--- src/rtl/gpio_maskport_pkg.sv ---
package gpio_maskport_pkg;

    typedef enum logic [1:0] {
        RGN_DATA,
        RGN_DIR,
        RGN_IDENT,
        RGN_NONE
    } region_e;

    localparam int IDENT_COUNT = 12;
    localparam int IDENT_IDX_W = $clog2(IDENT_COUNT);

    function automatic logic [7:0] ident_byte(input logic [IDENT_IDX_W-1:0] idx);
        logic [7:0] b;
        case (idx)
            4'd4:    b = 8'h3C;
            4'd5:    b = 8'h12;
            4'd6:    b = 8'h07;
            4'd8:    b = 8'h0D;
            4'd9:    b = 8'hF0;
            4'd10:   b = 8'h05;
            4'd11:   b = 8'hB1;
            default: b = 8'h00;
        endcase
        return b;
    endfunction

endpackage

--- src/rtl/gpio_in_sync.sv ---
module gpio_in_sync #(
    parameter int W      = 8,
    parameter int STAGES = 2
) (
    input  logic         clk,
    input  logic         rst_n,
    input  logic [W-1:0] async_in,
    output logic [W-1:0] sync_out
);

    generate
        for (genvar s = 0; s < STAGES; s++) begin : g_stage
            logic [W-1:0] q;
            if (s == 0) begin : g_first
                always_ff @(posedge clk or negedge rst_n) begin
                    if (!rst_n) q <= '0;
                    else        q <= async_in;
                end
            end else begin : g_next
                always_ff @(posedge clk or negedge rst_n) begin
                    if (!rst_n) q <= '0;
                    else        q <= g_stage[s-1].q;
                end
            end
        end
    endgenerate

    assign sync_out = g_stage[STAGES-1].q;

endmodule

--- src/rtl/gpio_pin_core.sv ---
module gpio_pin_core #(
    parameter int PINS = 8
) (
    input  logic            clk,
    input  logic            rst_n,
    input  logic            dir_we,
    input  logic [PINS-1:0] dir_wdata,
    input  logic            data_we,
    input  logic [PINS-1:0] data_wmask,
    input  logic [PINS-1:0] data_wdata,
    input  logic [PINS-1:0] pin_sync,
    output logic [PINS-1:0] dir_q,
    output logic [PINS-1:0] data_q,
    output logic [PINS-1:0] pin_out
);

    logic [PINS-1:0] data_nxt;

    // Per-pin next state: output pins take masked writes, input pins track the synchronizer.
    always_comb begin
        for (int i = 0; i < PINS; i++) begin
            if (dir_q[i]) begin
                data_nxt[i] = (data_we && data_wmask[i]) ? data_wdata[i] : data_q[i];
            end else begin
                data_nxt[i] = pin_sync[i];
            end
        end
    end

    always_ff @(posedge clk or negedge rst_n) begin
        if (!rst_n) begin
            dir_q  <= '0;
            data_q <= '0;
        end else begin
            data_q <= data_nxt;
            if (dir_we) dir_q <= dir_wdata;
        end
    end

    generate
        for (genvar p = 0; p < PINS; p++) begin : g_pad
            assign pin_out[p] = dir_q[p] ? data_q[p] : 1'b1;
        end
    endgenerate

    assert_dir_hold_R2: assert property (@(posedge clk) disable iff (!rst_n)
        !dir_we |=> $stable(dir_q));

    assert_masked_write_R3: assert property (@(posedge clk) disable iff (!rst_n)
        rst_n |=> (((data_q ^ $past(data_q)) & $past(dir_q)
                    & ~$past(data_we ? data_wmask : {PINS{1'b0}})) == '0));

    assert_input_capture_R6: assert property (@(posedge clk) disable iff (!rst_n)
        rst_n |=> (((data_q ^ $past(pin_sync)) & ~$past(dir_q)) == '0));

endmodule

--- src/rtl/gpio_bus_decode.sv ---
module gpio_bus_decode
    import gpio_maskport_pkg::*;
#(
    parameter int                PINS        = 8,
    parameter int                ADDR_W      = 12,
    parameter int                DATA_W      = 32,
    parameter logic [ADDR_W-1:0] DIR_OFFSET  = 'h400,
    parameter logic [ADDR_W-1:0] IDENT_BASE  = 'hFD0
) (
    input  logic              clk,
    input  logic              rst_n,
    input  logic [ADDR_W-1:0] addr,
    input  logic [DATA_W-1:0] wdata,
    input  logic              wr_en,
    input  logic              rd_en,
    input  logic [PINS-1:0]   dir_q,
    input  logic [PINS-1:0]   data_q,
    output logic              dir_we,
    output logic [PINS-1:0]   dir_wdata,
    output logic              data_we,
    output logic [PINS-1:0]   data_wmask,
    output logic [PINS-1:0]   data_wdata,
    output logic [DATA_W-1:0] rdata
);

    localparam int WINDOW_END = 1 << (PINS + 2);
    localparam int IDENT_END  = int'(IDENT_BASE) + 4 * IDENT_COUNT;

    region_e               region;
    logic [ADDR_W-1:0]     ident_off;
    logic [IDENT_IDX_W-1:0] ident_idx;
    logic [PINS-1:0]       addr_mask;
    logic [DATA_W-1:0]     rd_next;
    logic [DATA_W-1:0]     rdata_q;
    logic                  unused_bits;

    assign addr_mask  = addr[PINS+1:2];
    assign ident_off  = addr - IDENT_BASE;
    assign ident_idx  = ident_off[IDENT_IDX_W+1:2];
    assign unused_bits = ^{ident_off[ADDR_W-1:IDENT_IDX_W+2], ident_off[1:0],
                           wdata[DATA_W-1:PINS]};

    // Region selection from the offset alone.
    always_comb begin
        if (int'(addr) < WINDOW_END) begin
            region = RGN_DATA;
        end else if (addr == DIR_OFFSET) begin
            region = RGN_DIR;
        end else if (int'(addr) >= int'(IDENT_BASE) && int'(addr) < IDENT_END) begin
            region = RGN_IDENT;
        end else begin
            region = RGN_NONE;
        end
    end

    // Write steering and read selection per region.
    always_comb begin
        dir_we     = 1'b0;
        data_we    = 1'b0;
        dir_wdata  = wdata[PINS-1:0];
        data_wdata = wdata[PINS-1:0];
        data_wmask = addr_mask;
        rd_next    = '0;
        unique case (region)
            RGN_DATA: begin
                data_we = wr_en;
                rd_next[PINS-1:0] = data_q & addr_mask;
            end
            RGN_DIR: begin
                dir_we = wr_en;
                rd_next[PINS-1:0] = dir_q;
            end
            RGN_IDENT: begin
                rd_next[7:0] = ident_byte(ident_idx);
            end
            RGN_NONE: begin
                rd_next = '0;
            end
        endcase
    end

    always_ff @(posedge clk or negedge rst_n) begin
        if (!rst_n)     rdata_q <= '0;
        else if (rd_en) rdata_q <= rd_next;
    end

    assign rdata = rdata_q;

    assert_rdata_hold_R9: assert property (@(posedge clk) disable iff (!rst_n)
        !rd_en |=> $stable(rdata_q));

    assert_undef_read_zero_R8: assert property (@(posedge clk) disable iff (!rst_n)
        (rd_en && region == RGN_NONE) |=> (rdata_q == '0));

    assert_ident_upper_zero_R7: assert property (@(posedge clk) disable iff (!rst_n)
        (rd_en && region == RGN_IDENT) |=> (rdata_q[DATA_W-1:8] == '0));

    assert_window_upper_zero_R4: assert property (@(posedge clk) disable iff (!rst_n)
        (rd_en && region == RGN_DATA) |=> (rdata_q[DATA_W-1:PINS] == '0));

endmodule

--- src/rtl/gpio_maskport.sv ---
module gpio_maskport #(
    parameter int PINS        = 8,
    parameter int ADDR_W      = 12,
    parameter int DATA_W      = 32,
    parameter int SYNC_STAGES = 2
) (
    input  logic              clk,
    input  logic              rst_n,
    input  logic [ADDR_W-1:0] bus_addr,
    input  logic [DATA_W-1:0] bus_wdata,
    input  logic              bus_wr,
    input  logic              bus_rd,
    output logic [DATA_W-1:0] bus_rdata,
    input  logic [PINS-1:0]   pin_in,
    output logic [PINS-1:0]   pin_out
);

    logic            dir_we;
    logic [PINS-1:0] dir_wdata;
    logic            data_we;
    logic [PINS-1:0] data_wmask;
    logic [PINS-1:0] data_wdata;
    logic [PINS-1:0] pin_sync;
    logic [PINS-1:0] dir_q;
    logic [PINS-1:0] data_q;

    gpio_in_sync #(
        .W      (PINS),
        .STAGES (SYNC_STAGES)
    ) u_sync (
        .clk      (clk),
        .rst_n    (rst_n),
        .async_in (pin_in),
        .sync_out (pin_sync)
    );

    gpio_bus_decode #(
        .PINS   (PINS),
        .ADDR_W (ADDR_W),
        .DATA_W (DATA_W)
    ) u_decode (
        .clk        (clk),
        .rst_n      (rst_n),
        .addr       (bus_addr),
        .wdata      (bus_wdata),
        .wr_en      (bus_wr),
        .rd_en      (bus_rd),
        .dir_q      (dir_q),
        .data_q     (data_q),
        .dir_we     (dir_we),
        .dir_wdata  (dir_wdata),
        .data_we    (data_we),
        .data_wmask (data_wmask),
        .data_wdata (data_wdata),
        .rdata      (bus_rdata)
    );

    gpio_pin_core #(
        .PINS (PINS)
    ) u_core (
        .clk        (clk),
        .rst_n      (rst_n),
        .dir_we     (dir_we),
        .dir_wdata  (dir_wdata),
        .data_we    (data_we),
        .data_wmask (data_wmask),
        .data_wdata (data_wdata),
        .pin_sync   (pin_sync),
        .dir_q      (dir_q),
        .data_q     (data_q),
        .pin_out    (pin_out)
    );

endmodule

--- config.mk ---
export PLATFORM = sky130hd
export DESIGN_NAME = gpio_maskport
export DESIGN_NICKNAME = d
export VERILOG_FILES = /design/src/rtl/gpio_maskport_pkg.sv /design/src/rtl/gpio_in_sync.sv /design/src/rtl/gpio_pin_core.sv /design/src/rtl/gpio_bus_decode.sv /design/src/rtl/gpio_maskport.sv
export SDC_FILE = /design/constraint.sdc
export NUM_CORES = 1
export LEC_CHECK = 0
export ABC_AREA = 1
export BUFFER_PORTS_ARGS = -buffer_cell sky130_fd_sc_hd__buf_2
export CAP_MARGIN = 10
export CORE_AREA = 2 2 74 69
export CTS_BUF_LIST = sky130_fd_sc_hd__clkbuf_4 sky130_fd_sc_hd__clkbuf_8 sky130_fd_sc_hd__clkbuf_16
export DETAILED_ROUTE_END_ITERATION = 16
export DIE_AREA = 0 0 76 71
export HOLD_SLACK_MARGIN = 0.1
export PLACE_DENSITY = 0.86
export RECOVER_POWER = 25
export SYNTH_ARGS = -nofsm -noshare
export SYNTH_HDL_FRONTEND = slang
export SYNTH_HIERARCHICAL = 1
export SYNTH_SLANG_ARGS = --single-unit
--- constraint.sdc ---
create_clock -name clk -period 2.2 [get_ports clk]
set_input_delay 0.55 -clock clk [delete_from_list [all_inputs] [get_ports clk]]
set_output_delay 0.55 -clock clk [all_outputs]
set_load 0.05 [all_outputs]
---- Word-level counts from Yosys, hierarchy flattened ----
Cells that the tools add are included.
storage, ports and cells
  flip-flop bits (word level) ............. 40
  logic and storage cells ................. 75
operators by class
  add/subtract/negate cells ............... 1
  magnitude comparators ................... 2
  equal/unequal tests ..................... 19
  multiplexer cells ....................... 31
  bitwise gates (word level) .............. 1
  reductions and logical operators ........ 9
operator list
  operator                                                      count
  case mux 8 bit (7 select lines)                               1
  case mux 8 bit (4 select lines)                               1
  2-to-1 mux 1 bit                                              27
  equality test 4 bit, second input constant                    4
  inequality test 2 bit, second input constant                  8
  equality test 12 x 11 -> 1 bit, second input constant         1
  equality test 4 x 3 -> 1 bit, second input constant           3
  >= comparator 12 bit, second input constant                   1
  less-than comparator 12 x 11 -> 1 bit, second input constant  1
  bitwise AND 8 bit                                             1
  logical AND 1 bit                                             8
  subtractor 6 x 5 -> 6 bit, second input constant              1
  equality test 2 bit, second input constant                    2
  2-to-1 mux 2 bit                                              2
  equality test 2 x 1 -> 1 bit, second input constant           1
  zero test 2 bit                                               1

---- Longest topological paths before layout ----
Gate-level depths: netlist (run 1).
  depth after elaboration ................. 9
  depth in mapped cells ................... 9

---- Hierarchy ----
The synthesis (run 1) kept the hierarchy.
by module, submodules not included
  module           times used  cells each  area each (um^2)  sequential area each (um^2)
  gpio_bus_decode  1           165         1114.8            200.2
  gpio_pin_core    1           114         817.0             400.4
  gpio_in_sync     1           16          400.4             400.4

---- Worst setup path after synthesis (run 1) ----
Ideal clock, no wire load.
  path kind ............................... in2reg
  start point ............................. in bus_addr[5]
  end point ............................... reg u_core.dir_q[1]
  library setup time ...................... 121 ps
  arrival time ............................ 1602 ps
  slack ................................... 478 ps
  stages on the path ...................... 8
  path buffers ............................ 2
  cells stage by stage .................... buf_6 -> nor2_2 -> nand2_2 -> nor2_4 -> nand2_1 -> nor3_2 -> buf_6 -> o21ai_1
between the ends
  cells in the longest elaborated chain, start to end .. 6
  elaborated cells between the ends (all ways) .. 8
  classes of those cells .................. order compare (2); eq/ne (2); mux (4)
RTL lines
  what                            RTL line               text
  start, declared                 gpio_maskport.sv:9     input logic [ADDR_W-1:0] bus_addr,
  >= comparator 12 bit            gpio_bus_decode.sv:49  end else if (int'(addr) >= int'(IDENT_BASE) && int'(addr) < IDENT_END) begin
  2-to-1 mux 1 bit                gpio_bus_decode.sv:49
  2-to-1 mux 2 bit                gpio_bus_decode.sv:47  end else if (addr == DIR_OFFSET) begin
  2-to-1 mux 2 bit *              gpio_bus_decode.sv:45  if (int'(addr) < WINDOW_END) begin
  equality test 2 x 1 -> 1 bit *  gpio_bus_decode.sv:64  unique case (region)
  2-to-1 mux 1 bit *              gpio_bus_decode.sv:64
  net dir_we                      gpio_maskport.sv:18    logic dir_we;
  end signal, assigned            gpio_pin_core.sv:36    if (dir_we) dir_q <= dir_wdata;
  end, declared                   gpio_pin_core.sv:12    output logic [PINS-1:0] dir_q,
The timed path passes the listed nets; every way through them passes the cells marked *.
A chain may end at the register's enable or synchronous reset.

---- Worst setup path after layout (run 1) ----
  start point ............................. reg u_core.dir_q[2]
  end point ............................... out pin_out[2]
between the ends
  cells in the longest elaborated chain, start to end .. 1
RTL lines
  what              RTL line             text
  2-to-1 mux 1 bit  gpio_pin_core.sv:42  assign pin_out[p] = dir_q[p] ? data_q[p] : 1'b1;
  end, declared     gpio_maskport.sv:15  output logic [PINS-1:0] pin_out
Every way passes these cells.

==> out/results.ini, run 1 <==
[setup_path]
critPathKind=reg2out
cp_slowest_cell=dfrtp_1
arrival_ns=1.24
critPathMaxFanout=5
critPathMaxStageDelay_ns=0.43
path_cells=inv_1 -> or2_1 -> buf_2
endpoint=pin_out[2]
r2r_end=u_decode/rdata[2]
worstSetupStartpointType=register
startpoint=u_core/dir_q[2]
r2r_cells=4
cp.required_ns=1.65
reg2reg_slack_ns=1.30
endpoint_kind=primary output
r2r_start=u_core/data_q[2]

[grt]
grt_overflow=0
grt_pass1_wl_um=7670
busiest_layer=met2
first_global_vias=1764
antenna_found_initial=0
grt_util_met2=0.319
track_usage=0.178
grt_max_degree=41
use_met3=0.0536
grtUsageMet1=0.205

[die]
start_util=0.501
chipHeight_um=71
rows=24
io_pins=96
core_um2=4650
dieArea_um2=5400
die_x_um=76

[routing]
drc=0
drtIter0Drc=97
routed_wl_um=4510
vias=1803
vias_per_cell=4.62
dr.pass1.iters=4
wl_per_cell_um=11.6
ant_nets=0

[clocking]
post_cts.repair.setup_buffers=0
clkTransAtPathRegs_ns=0.07
postCtsHoldBufs=0
cts.sinks=40
cts.path.max_buffers=2
clk_latency_ns=0.29
root_buffer=clkbuf_8
cts_tree=built
htree_levels=2
cts_resized=0
cts_made_buffers=5

[timing]
slew_headroom=0.358
setup_violations=0
drv_slew=0
rsz0062_at_grt=no
finalCriticalPeriod_ns=1.79
skew_ns=0.00366
finalSetupTns_ns=0
worst_slew_pin_slew_ns=0.963
min_period_over_period=0.814
hold_violations=0
max_freq_mhz=558

[status]
status=finished clean

[cells_and_area]
diodes=0
area_growth_pct=5.69
drive_gt1_frac=0.249
layout.nets=380
postLayoutCoreUtil=0.530

[synthesis]
async_reset_ff_frac=1.00
synth.top_cell.area_share=0.429
yosys-top-cells-area=dfrtp_1 43%, buf_4 16%, nand2_1 15%
synth_edf_count=0
synth_most_common_cell=nand2_1
synthesis.instances=295
synth_area_um2=2330
yosysTopAreaCell=dfrtp_1
synth_common_cells=91 x nand2_1, 49 x buf_4, 40 x dfrtp_1
synth_cell_types=25
yosysSeqAreaShare=0.429
synthFlopType=dfrtp_1
avgSynthCellArea_um2=7.91
ys.warnings.count=6
ys_ff_latch=40

[hold_path]
hold_class=reg2reg
holdPathStages=0

[placed_design]
io_buffers=47
place_congestion=0.862
hpwl_um=3460

[run]
cap_viol_max_count=0

[power]
p_per_area_nw_per_um2=746
vdd_drop_max_v=0.000461
p_leak_nw=1.40

## layout make-up
type / count / area, µm²
repair buffers: 51 / 263
flip-flops and latches: 40 / 1000
clock inverters: 1 / 7.51
well taps: 65 / 81.3
multi-input cells: 199 / 921
inverters: 27 / 101
fillers: 451 / 2190
clock buffers: 7 / 90.1
## cell families (layout without fill, tap and decap cells)
family                 after synthesis  count (layout)  share of synthesized area
AND/OR/NAND/NOR                    156             156                      0.311
flip-flops                          40              40                      0.429
other                                1              24                    0.00161
buffers and inverters               79              86                      0.213
AO/OA/AOI/OAI                       19              19                     0.0451
## state kept, by name, indices dropped and copies added (netlist names)
signal,cells
u_core/dir_q,8
u_decode/rdata,8
u_sync/sync_out,8
u_core/data_q,8
u_sync/g_stage.q,8
## layout by cell type (no fill, tap or decap), drive strengths merged
master	instances
dfrtp	40
nand3	25
and2	1
nand4	3
nor2	15
or2	16
clkinvlp	1
nand2	94
conb	24
a21oi	1
nor3	2
a31oi	8
buf	50
inv	27
clkbuf	8
o21ai	10
## per-stage QoR
step	setup slack (ns)	cells	hold slack (ns)	total power, mW	cell area, µm²
final	0.409	390	0.350	1.84	2460
after global routing	0.345	390	0.338	1.94	2460
after CTS	0.397	390	0.324	1.86	2470
after detailed placement	0.365	382	0.335	1.34	2370
after global placement	0.393	382	0.331	1.33	2370
after floorplan	0.478	318	0.254	1.28	2420
## metal layers
| layer | up-vias | part of all wire |
|---|---|---|
| met2 | 74 | 0.48 |
| li1 | 905 | - |
| met5 | - | 0 |
| met3 | 7 | 0.069 |
| met4 | 0 | 0.014 |
| met1 | 817 | 0.43 |
## power by group
group / leakage (nW) / internal, mW / total, mW / switching, mW
clock network: 0.0479 / 0.267 / 0.509 / 0.242
logic: 0.896 / 0.116 / 0.498 / 0.382
registers: 0.452 / 0.795 / 0.832 / 0.0371
## how the worst min path moves through the flow
stage                                         to  slack [ns]                   start
after floorplan                 u_core/data_q[0]        0.25                   rst_n
after global placement        u_sync/sync_out[1]        0.33  u_sync/g_stage[0].q[1]
after detailed placement      u_sync/sync_out[5]        0.33  u_sync/g_stage[0].q[5]
after CTS                 u_sync/g_stage[0].q[1]        0.32                   rst_n
after global routing      u_sync/g_stage[0].q[5]        0.34               pin_in[5]
final                         u_sync/sync_out[5]        0.35  u_sync/g_stage[0].q[5]
## critical path: cells and delay by family (launching register included)
family / cells / cell delay, ns
DFF: 1 / 0.43
and+or+nand+nor: 1 / 0.21
buffers and inverters: 2 / 0.31
Power figures use the tool's default switching activity.
==> run 2: changes to the inputs <==
--- a/config.mk
+++ b/config.mk
@@ -5,7 +5,7 @@
 export SDC_FILE = /design/constraint.sdc
 export NUM_CORES = 1
 export LEC_CHECK = 0
-export ABC_AREA = 1
+export ABC_AREA = 0
 export BUFFER_PORTS_ARGS = -buffer_cell sky130_fd_sc_hd__buf_2
 export CAP_MARGIN = 10
 export CORE_AREA = 2 2 74 69
@@ -13,7 +13,7 @@
 export DETAILED_ROUTE_END_ITERATION = 16
 export DIE_AREA = 0 0 76 71
 export HOLD_SLACK_MARGIN = 0.1
-export PLACE_DENSITY = 0.86
+export PLACE_DENSITY = 0.81
 export RECOVER_POWER = 25
 export SYNTH_ARGS = -nofsm -noshare
 export SYNTH_HDL_FRONTEND = slang
==> constraint.sdc (replaced) <==
create_clock -name clk -period 1.7 [get_ports clk]
set_input_delay 0.425 -clock clk [delete_from_list [all_inputs] [get_ports clk]]
set_output_delay 0.425 -clock clk [all_outputs]
set_load 0.05 [all_outputs]
==> out/results.ini, run 2 <==
[status]
status=finished clean

[hold_path]
hp-start=pin_in[1]
holdPathStages=1  ; +1
hold_class=in2reg
holdPathEnd=u_sync/g_stage[0].q[1]

[synthesis]
yosysTopAreaCell=dfrtp_1
yosysSeqAreaShare=0.474  ; +0.0447
synthFlopType=dfrtp_1
avgSynthCellArea_um2=10.1  ; +27%
async_reset_ff_frac=1.00  ; unchanged
ys_ff_latch=40  ; unchanged
synthesis.instances=210  ; -29%
synth_most_common_cell=buf_4
synth.top_cell.area_share=0.474  ; +0.0447
synth_area_um2=2110  ; -9.4%
synth_common_cells=48 x buf_4, 40 x dfrtp_1, 22 x nor2_1
synth_cell_types=30  ; +20%
ys.warnings.count=6  ; unchanged
synth_edf_count=0  ; unchanged
yosys-top-cells-area=dfrtp_1 47%, buf_4 17%, mux2_2 4.3%

[clocking]
cts_made_buffers=5  ; unchanged
root_buffer=clkbuf_8
clkTransAtPathRegs_ns=0.08  ; about the same
cts_resized=0  ; unchanged
cts.path.max_buffers=2  ; unchanged
cts_tree=built
cts.sinks=40  ; unchanged
post_cts.repair.setup_buffers=0  ; unchanged
clk_latency_ns=0.30  ; about the same
htree_levels=2  ; unchanged

[timing]
finalCriticalPeriod_ns=1.50
min_period_over_period=0.881
max_freq_mhz=668
worst_slack_ns=0.203  ; -0.206 ns
skew_ns=0.0102  ; +0.00656 ns
drv_slew=0  ; unchanged
finalSetupTns_ns=0  ; unchanged
setup_violations=0  ; unchanged
rsz0062_at_grt=no
hold_violations=0  ; unchanged

[grt]
antenna_found_initial=0  ; unchanged
grt_max_degree=41  ; unchanged
use_met3=0.0510  ; -0.00255
busiest_layer=met2
first_global_vias=1394  ; -21%
grtUsageMet1=0.179  ; -0.0252
grt_util_met2=0.276  ; -0.0437
grt_overflow=0  ; unchanged
track_usage=0.157  ; -0.0209
grt_pass1_wl_um=6560  ; -14%

[setup_path]
reg2reg_slack_ns=0.69  ; -0.61 ns
endpoint_kind=primary output
cp.required_ns=1.27  ; -0.38 ns
worstSetupStartpointType=register
path_cells=nand2b_1 -> buf_2
r2r_cells=4  ; unchanged
arrival_ns=1.07  ; -0.17 ns
crit_family=flip-flops
critPathMaxStageDelay_ns=0.43  ; about the same
cp_slowest_cell=dfrtp_1
crit_buf_inv=1  ; -1
critPathMaxFanout=5  ; unchanged
r2r_start=u_core/data_q[2]
r2r_end=u_decode/rdata[2]
critPathKind=reg2out

[routing]
routed_wl_um=4090  ; -9.4%
vias_per_cell=4.73  ; +2.4%
vias=1467  ; -19%
drtIter0Drc=101  ; +4.1%
dr.pass1.iters=4  ; unchanged
drc=0  ; unchanged
wl_per_cell_um=13.2  ; +14%
ant_nets=0  ; unchanged

[die]
chipHeight_um=71  ; unchanged
io_pins=96  ; unchanged
start_util=0.454  ; -0.0473
dieArea_um2=5400  ; unchanged
core_um2=4650  ; unchanged
rows=24  ; unchanged
die_x_um=76  ; unchanged

[cells_and_area]
final_common_cell=buf_2
diodes=0  ; unchanged
final_cell_mix=46 x buf_2, 40 x dfrtp_1, 24 x conb_1, 22 x nor2_1
area_growth_pct=10.2
drive_gt1_frac=0.351  ; +0.102
layout.nets=301  ; -21%
fill_cells=428  ; -5.1%

[power]
p_leak_nw=1.12  ; -20%
p_per_area_nw_per_um2=862  ; +15%
vdd_drop_max_v=0.000438  ; -4.9%

[placed_design]
io_buffers=47  ; unchanged
place_ws_ns=-0.0835  ; -0.449 ns
hpwl_um=3060  ; -12%
place_congestion=0.830  ; -3.8%

[run]
cap_viol_max_count=0  ; unchanged

run 2: worst max-delay path by stage:
stage                          startpoint               to  slack, ns  cells after the start
after floorplan               bus_addr[2]  u_core/dir_q[0]      -0.07                      7
after global placement        bus_addr[1]  u_core/dir_q[7]      -0.08                      5
after detailed placement      bus_addr[1]  u_core/dir_q[3]      -0.08                      5
after CTS                 u_core/dir_q[2]       pin_out[2]       0.18                      2
after global routing      u_core/dir_q[3]       pin_out[3]       0.14                      2
final                     u_core/dir_q[1]       pin_out[1]       0.20                      2
run 2: final cells by class:
class                           count  area, µm²  area share
Timing Repair Buffer               62        362       0.155
Clock buffer                        6       76.3      0.0328
Multi-Input combinational cell    135        800       0.343
Tap cell                           65       81.3      0.0349
Sequential cell                    40       1000       0.430
Clock inverter                      1       5.00     0.00215
Inverter                            1       3.75     0.00161
run 2: kinds of logic after synthesis:
logic type / share of synthesized area
compound gates: 0.123
xor+xnor: 0.00415
fa+ha+maj: 0.00474
buf+inv: 0.204
flops: 0.474
mux: 0.0427
other cells: 0.00178
simple gates: 0.145
run 2: worst register-to-register path, cell delays in order, from the launching register on:
cell and delay (ns):
dfrtp_1 0.40, nand2_1 0.07, o21ai_0 0.06, a221oi_1 0.27, nor2_1 0.09
run 2: metrics by stage:
stage	cell area (µm²)	std cells	total power [mW]	utilization	hold slack (ns)
floorplan	2250	233	1.37	-	0.129
global placement	2240	302	1.40	0.481	0.331
detailed placement	2240	302	1.41	0.481	0.336
CTS	2330	310	2.03	0.501	0.221
global route	2330	310	2.09	0.500	0.215
finish	2330	310	2.01	0.500	0.230
run 2: what timing repair did:
action | 4_1_cts | 5_1_grt
endpoints found under the hold margin | 32 | 0
setup endpoints to repair | 0 | 0
hold buffers | 1 | 0
run 2: report_power, final:
part	internal, mW	switching [mW]	leakage (nW)	total (mW)
combinational	0.101	0.276	0.583	0.377
clock	0.295	0.317	0.0445	0.612
sequential	0.996	0.0217	0.490	1.02
total	1.39	0.614	1.12	2.01
run 2: layer usage:
layer | wire length, µm | share of wire
met1 | 1620 | 0.40
met4 | 63 | 0.015
met3 | 243 | 0.059
met5 | 0 | 0
met2 | 2160 | 0.53
